File: src/rtl/sup_reset_pkg.sv
// Package: shared types for the supervisory reset stretcher.
// Assumes: nothing beyond IEEE 1800-2017.
package sup_reset_pkg;

    // Decoded reset causes, all active high.
    typedef struct packed {
        logic supply_low;
        logic manual;
        logic wdog;
    } cause_t;

endpackage

File: src/rtl/sup_sync_chain.sv
// Module: sup_sync_chain
// Brings an asynchronous level into the clk domain through a chain of
// STAGES flops. Assumes: the input changes slowly compared with clk, and
// RESET_VAL is the inactive level of the signal.
module sup_sync_chain #(
    parameter int   STAGES    = 2,
    parameter logic RESET_VAL = 1'b1
) (
    input  logic clk,
    input  logic rst_n,
    input  logic async_i,
    output logic sync_o
);

    logic [STAGES-1:0] chain_q;

    // Shift the level through the chain; reset loads the inactive level.
    always_ff @(posedge clk) begin
        if (!rst_n) begin
            chain_q <= {STAGES{RESET_VAL}};
        end else begin
            chain_q[0] <= async_i;
            for (int i = 1; i < STAGES; i++) begin
                chain_q[i] <= chain_q[i-1];
            end
        end
    end

    assign sync_o = chain_q[STAGES-1];

endmodule

File: src/rtl/sup_cause_merge.sv
// Module: sup_cause_merge
// Decodes the three reset sources into active-high cause flags and their OR.
// Assumes: all inputs are already synchronous to clk.
module sup_cause_merge
    import sup_reset_pkg::*;
(
    input  logic   supply_ok,
    input  logic   manual_n_sync,
    input  logic   wdog_trig,
    output cause_t causes,
    output logic   any_cause
);

    // Convert each source to its active-high cause flag.
    always_comb begin
        causes.supply_low = ~supply_ok;
        causes.manual     = ~manual_n_sync;
        causes.wdog       = wdog_trig;
    end

    // Any cause present holds the timer at zero.
    assign any_cause = |causes;

endmodule

File: src/rtl/sup_recovery_timer.sv
// Module: sup_recovery_timer
// Holds the count at zero while a cause is present, then counts up to
// TREC_CYCLES and stops. The registered release flag is 1 only at the
// terminal count. Assumes: TREC_CYCLES >= 2.
module sup_recovery_timer #(
    parameter int TREC_CYCLES = 20_000_000
) (
    input  logic clk,
    input  logic rst_n,
    input  logic cause_i,
    output logic released_o
);

    localparam int CW = $clog2(TREC_CYCLES + 1);
    localparam logic [CW-1:0] TERM = CW'(TREC_CYCLES);

    logic [CW-1:0] cnt_q, cnt_d;
    logic          rel_q;

    // Next count: clear on any cause, otherwise advance until the terminal value.
    always_comb begin
        if (cause_i)
            cnt_d = '0;
        else if (cnt_q != TERM)
            cnt_d = cnt_q + 1'b1;
        else
            cnt_d = cnt_q;
    end

    // Count and release registers; power-on reset acts like a fresh supply rise.
    always_ff @(posedge clk) begin
        if (!rst_n) begin
            cnt_q <= '0;
            rel_q <= 1'b0;
        end else begin
            cnt_q <= cnt_d;
            rel_q <= (cnt_d == TERM);
        end
    end

    assign released_o = rel_q;

    AST_NO_OVERFLOW: assert property (@(posedge clk) disable iff (!rst_n)
        cnt_q <= TERM);

    AST_CAUSE_CLEARS: assert property (@(posedge clk) disable iff (!rst_n)
        cause_i |=> (cnt_q == '0 && !rel_q));

    AST_STEADY_COUNT: assert property (@(posedge clk) disable iff (!rst_n)
        (!cause_i && cnt_q != TERM) |=> (cnt_q == $past(cnt_q) + 1'b1));

    AST_RELEASE_AT_END: assert property (@(posedge clk) disable iff (!rst_n)
        $rose(rel_q) |-> ($past(cnt_q) == TERM - 1'b1 && !$past(cause_i)));

endmodule

File: src/rtl/sup_reset_stretch.sv
// Module: sup_reset_stretch (top)
// Merges supply-good, manual reset and watchdog trigger into a processor
// reset. The reset is stretched for TREC_CYCLES after the last cause clears.
// Assumes: supply_ok_i and wdog_trig_i are synchronous to clk, and
// man_rst_n_i is asynchronous.
module sup_reset_stretch
    import sup_reset_pkg::*;
#(
    parameter int TREC_CYCLES = 20_000_000,
    parameter int SYNC_STAGES = 2
) (
    input  logic clk,
    input  logic rst_n,
    input  logic supply_ok_i,
    input  logic man_rst_n_i,
    input  logic wdog_trig_i,
    output logic proc_rst_n_o,
    output logic proc_rst_o
);

    logic   man_n_sync;
    cause_t causes;
    logic   any_cause;
    logic   released;

    sup_sync_chain #(
        .STAGES    (SYNC_STAGES),
        .RESET_VAL (1'b1)
    ) u_man_sync (
        .clk     (clk),
        .rst_n   (rst_n),
        .async_i (man_rst_n_i),
        .sync_o  (man_n_sync)
    );

    sup_cause_merge u_merge (
        .supply_ok     (supply_ok_i),
        .manual_n_sync (man_n_sync),
        .wdog_trig     (wdog_trig_i),
        .causes        (causes),
        .any_cause     (any_cause)
    );

    sup_recovery_timer #(
        .TREC_CYCLES (TREC_CYCLES)
    ) u_timer (
        .clk        (clk),
        .rst_n      (rst_n),
        .cause_i    (any_cause),
        .released_o (released)
    );

    // Drive both reset polarities from the single registered release flag.
    assign proc_rst_n_o = released;
    assign proc_rst_o   = ~released;

    AST_SUPPLY_ASSERTS: assert property (@(posedge clk) disable iff (!rst_n)
        !supply_ok_i |=> !proc_rst_n_o);

    AST_WDOG_ASSERTS: assert property (@(posedge clk) disable iff (!rst_n)
        wdog_trig_i |=> (!proc_rst_n_o && proc_rst_o));

    AST_MANUAL_HOLDS: assert property (@(posedge clk) disable iff (!rst_n)
        causes.manual |=> !proc_rst_n_o);

endmodule

File: config.mk
export PLATFORM = sky130hd
export DESIGN_NAME = sup_reset_stretch
export DESIGN_NICKNAME = d
export VERILOG_FILES = /design/src/rtl/sup_reset_pkg.sv /design/src/rtl/sup_sync_chain.sv /design/src/rtl/sup_cause_merge.sv /design/src/rtl/sup_recovery_timer.sv /design/src/rtl/sup_reset_stretch.sv
export SDC_FILE = /design/constraint.sdc
export NUM_CORES = 1
export LEC_CHECK = 0
export BUFFER_PORTS_ARGS = -buffer_cell sky130_fd_sc_hd__clkbuf_2
export CAP_MARGIN = 20
export CELL_PAD_IN_SITES_DETAIL_PLACEMENT = 2
export CELL_PAD_IN_SITES_GLOBAL_PLACEMENT = 2
export CORE_UTILIZATION = 40
export CTS_CLUSTER_DIAMETER = 60
export DETAILED_ROUTE_END_ITERATION = 16
export PLACE_DENSITY_LB_ADDON = 0.1
export SLEW_MARGIN = 20
export SYNTH_ARGS = -nofsm -noshare
export SYNTH_HDL_FRONTEND = slang
export SYNTH_SLANG_ARGS = --single-unit
File: constraint.sdc
create_clock -name clk -period 6.07 [get_ports clk]
set_input_delay 0.3035 -clock clk [delete_from_list [all_inputs] [get_ports clk]]
set_output_delay 0.3035 -clock clk [all_outputs]
set_load 0.05 [all_outputs]
==> metrics.md <==
| Metric | Value |
|---|---|
| Outcome | complete, no violations |
| Worst Hold Path EP | u_man_sync.chain_q[0] |
| Ys flop type | dfxtp_1 |
| Worst r2r dst | u_timer.released_o |
| Post-Syn Area per Cell | 8.65 sq um |
| CTS root buffer | clkbuf_8 |
| Leakage dissipation | approximately 0.00056 uW |
| Synthesized Nets | 191 |
| Max_slew headroom | 48.7% |
| Post-Synth XOR/XNOR Area | ~14% |
| Routability cong. | roughly 0.8 |
| Hold Buf Count CTS | 0 |
| Worst path required time | 6.27 ns |
| Share of cells above drive strength 1 | a little under a tenth |
| Die height | approximately 65 um |
| Slew of the pin with the lowest slew margin | ~0.77 ns |
| Final number of setup-violating endpoints | 0 |
| Largest family of logic cells by synthesized area | simple AND/OR/NAND/NOR gates |
| # DRC | 0 |
| PostCTS Resize Cnt | 0 |
| DP Wirelength | 3.17 mm |
| N_diodes | 0 |
| FF+latch count, synth | 28 |
| Peak supply drop | between 0.0001 and 0.00015 V |
| Post-route ant nets | 0 |
| Routed wire length | about 4.5 mm |
| Crit path DAT | between 3 and 4 ns |
| Total CTS buffers | 3 |
| Yosys top cell by area | dfxtp_1 |
| WL per Instance | around 19 um |
| Synth Area in Adders | under 10% |
| Largest net degree at the start of global routing | 21 |
| Sequential area share after synthesis | between 30% and 40% |
| Via count | around 1300 |
| CTS tree | built |
| Setup TNS | 0 ns |
| Synth top area share | about a third |
| Synthesized-area fraction occupied by and/or/nand/nor cells | approximately 36% |
| Critical path capture point type | register |
| DR vias/cell | 5.62 |
| IO Port Bufs | 6 |
| # rows | 22 |
| Synth warnings | 0 |
| # fillers | between 400 and 500 |
| Final min period | about 3.1 ns |
| Top routing layer used | met4 |
| Synth Area in Compound Gates | under 10% |
| Nets | 197 |
| Initial antenna violation count | 0 |
| Postcts setup bufs | 0 |
| Met2 wire length | 2.35 mm |
| Worst reg2reg setup slack | roughly 2.9 ns |
| Mapped cell area | ~1600 sq um |
| RSZ-0062 raised after global routing | no |
| Clk_lat worst skew | about 0.28 ns |
| Worst Reg-to-Reg Cells | 7 |
| Post-route cell area | approximately 1700 sq um |
| P per Cell Area | 200 nW/um^2 |
| WHS Path Cells | 2 |
| Worst r2r src | u_timer.cnt_q[12] |
| Vias in the first global route | about 1500 |
| Max frequency | 0.318 GHz |
| Core Footprint | 3740 sq um |
| Global-route wire length before repair | ~7.7 mm |
| Met3 wire length | around 54 um |
| Asr flop ratio synth | 0% |
| Post-synth EDFFs | 0 |
| Proportion of synthesized area in mux cells | 1.89% |
| Initial DRC count | 62 |
| Clock H-tree levels | 1 |
| Grt total ovfl | 0 |
| Hold Vio Cnt, Final | 0 |
| Initial Utilization | 42.5% |
| Period utilization | about 52% |
| Max-cap violations | 0 |
| Worst setup SP type | register |
| Layout Skew | 0.00510 ns |
| CP max FO | 7 |
| Synth unique cells | 46 |
| Worst Hold Launch | man_rst_n_i |
| Gr usage total | about a quarter |
| Placement-stage cell area | approximately 1700 sq um |
| Hold Path Class | in -> reg |
| CP Class | reg -> reg |
| Post-layout util | between 40% and 50% |
| CTS Buffer Depth | 2 |
| Top cells by area, synth | dfxtp_1, xnor2_1, nor2_1 |
| Met1 WL | 2.04 mm |
| Die span in x | 65.1 um |
| Cells after synthesis | ~180 |
| CTS sink count | 28 |
| Clock-pin slew on the worst setup and hold paths | 0.10 ns |
| Ports | 7 |
| Pre-antenna DRT Iters | 4 |
| Area added between synthesis and finish | 8.57% |
| Die footprint | 4230 sq um |
| Final Max Slew Viols | 0 |
-- sequential cells by signal, summed over array words and instances, names as in the netlist --
name                cells
u_man_sync.chain_q      2
u_timer.released_o      1
u_timer.cnt_q          25
-- worst max-delay path: stages, from the launching register on --
cell       delay [ns]
dfxtp_1          0.40
or4b_1           0.55
or4_1            0.58
nor4_1           0.41
mux2i_1          0.24
o2111ai_1        0.17
or4_1            0.57
nor4_2           0.15
-- worst max path at each step --
stage / start / endpoint / slack [ns] / cells past startpoint
final: u_timer.cnt_q[12] / u_timer.released_o / 2.93 / 7
after global routing: u_timer.cnt_q[12] / u_timer.released_o / 2.77 / 7
after detailed placement: u_timer.cnt_q[12] / u_timer.released_o / 3.13 / 7
after floorplan: u_timer.cnt_q[12] / u_timer.released_o / 3.31 / 7
after CTS: u_timer.cnt_q[12] / u_timer.released_o / 2.91 / 7
after global placement: u_timer.cnt_q[12] / u_timer.released_o / 3.20 / 7
-- cells in the final DEF, fill, tap and decap left out, types with 4 or more instances in the layout --
master,instances
nor2_1,29
dfxtp_1,28
xnor2_1,15
nand2_1,12
xor2_1,11
inv_1,10
nand3_1,10
clkbuf_2,6
and3_1,5
or4_1,4
-- through the flow --
stage	cells	total power, uW	setup WS, ns	hold WS [ns]
2_1_floorplan	184	195	3.31	0.377
4_1_cts	237	348	2.91	0.199
3_5_place_dp	233	199	3.13	0.426
3_3_place_gp	233	198	3.20	0.399
6_report	237	345	2.93	0.200
5_1_grt	237	356	2.77	0.211
-- Yosys cell counts (all sizes together), types with 4 or more instances --
cell / number
and3: 5
buf: 4
dfxtp: 28
inv: 10
nand2: 12
nand3: 11
nor2: 29
nor2b: 4
nor4: 5
or4: 5
xnor2: 15
xor2: 11
-- layer usage --
metal  vias to the layer above  GRT usage (%)
li1                        645              -
met1                       675           28.4
met2                         9           46.9
met3                         2           3.70
met4                         0           2.45
met5                         -              0
-- cells by family (layout without fill, tap and decap cells) --
group,count (synthesis),in the layout
compound gates,16,16
xor+xnor,26,26
mux,3,3
simple gates,94,94
buf+inv,15,20
flops,28,28
fa+ha+maj,2,2
-- power by group --
| group | switching, uW | internal, uW |
|---|---|---|
| logic | 6.35 | 3.18 |
| clock network | 61.9 | 88.4 |
| registers | 0.633 | 185 |
| total | 68.9 | 276 |
-- area by class of cell --
cell class / count / area (sq um) / area share, %
clock buffers: 3 / 41.3 / 2.39
clock inverters: 1 / 30.0 / 1.74
inverters: 10 / 37.5 / 2.17
multi-input cells: 141 / 968 / 56.0
flip-flops and latches: 28 / 561 / 32.4
well taps: 48 / 60.1 / 3.48
repair buffers: 6 / 30.0 / 1.74
No activity file was read; power rests on OpenSTA's default activity.
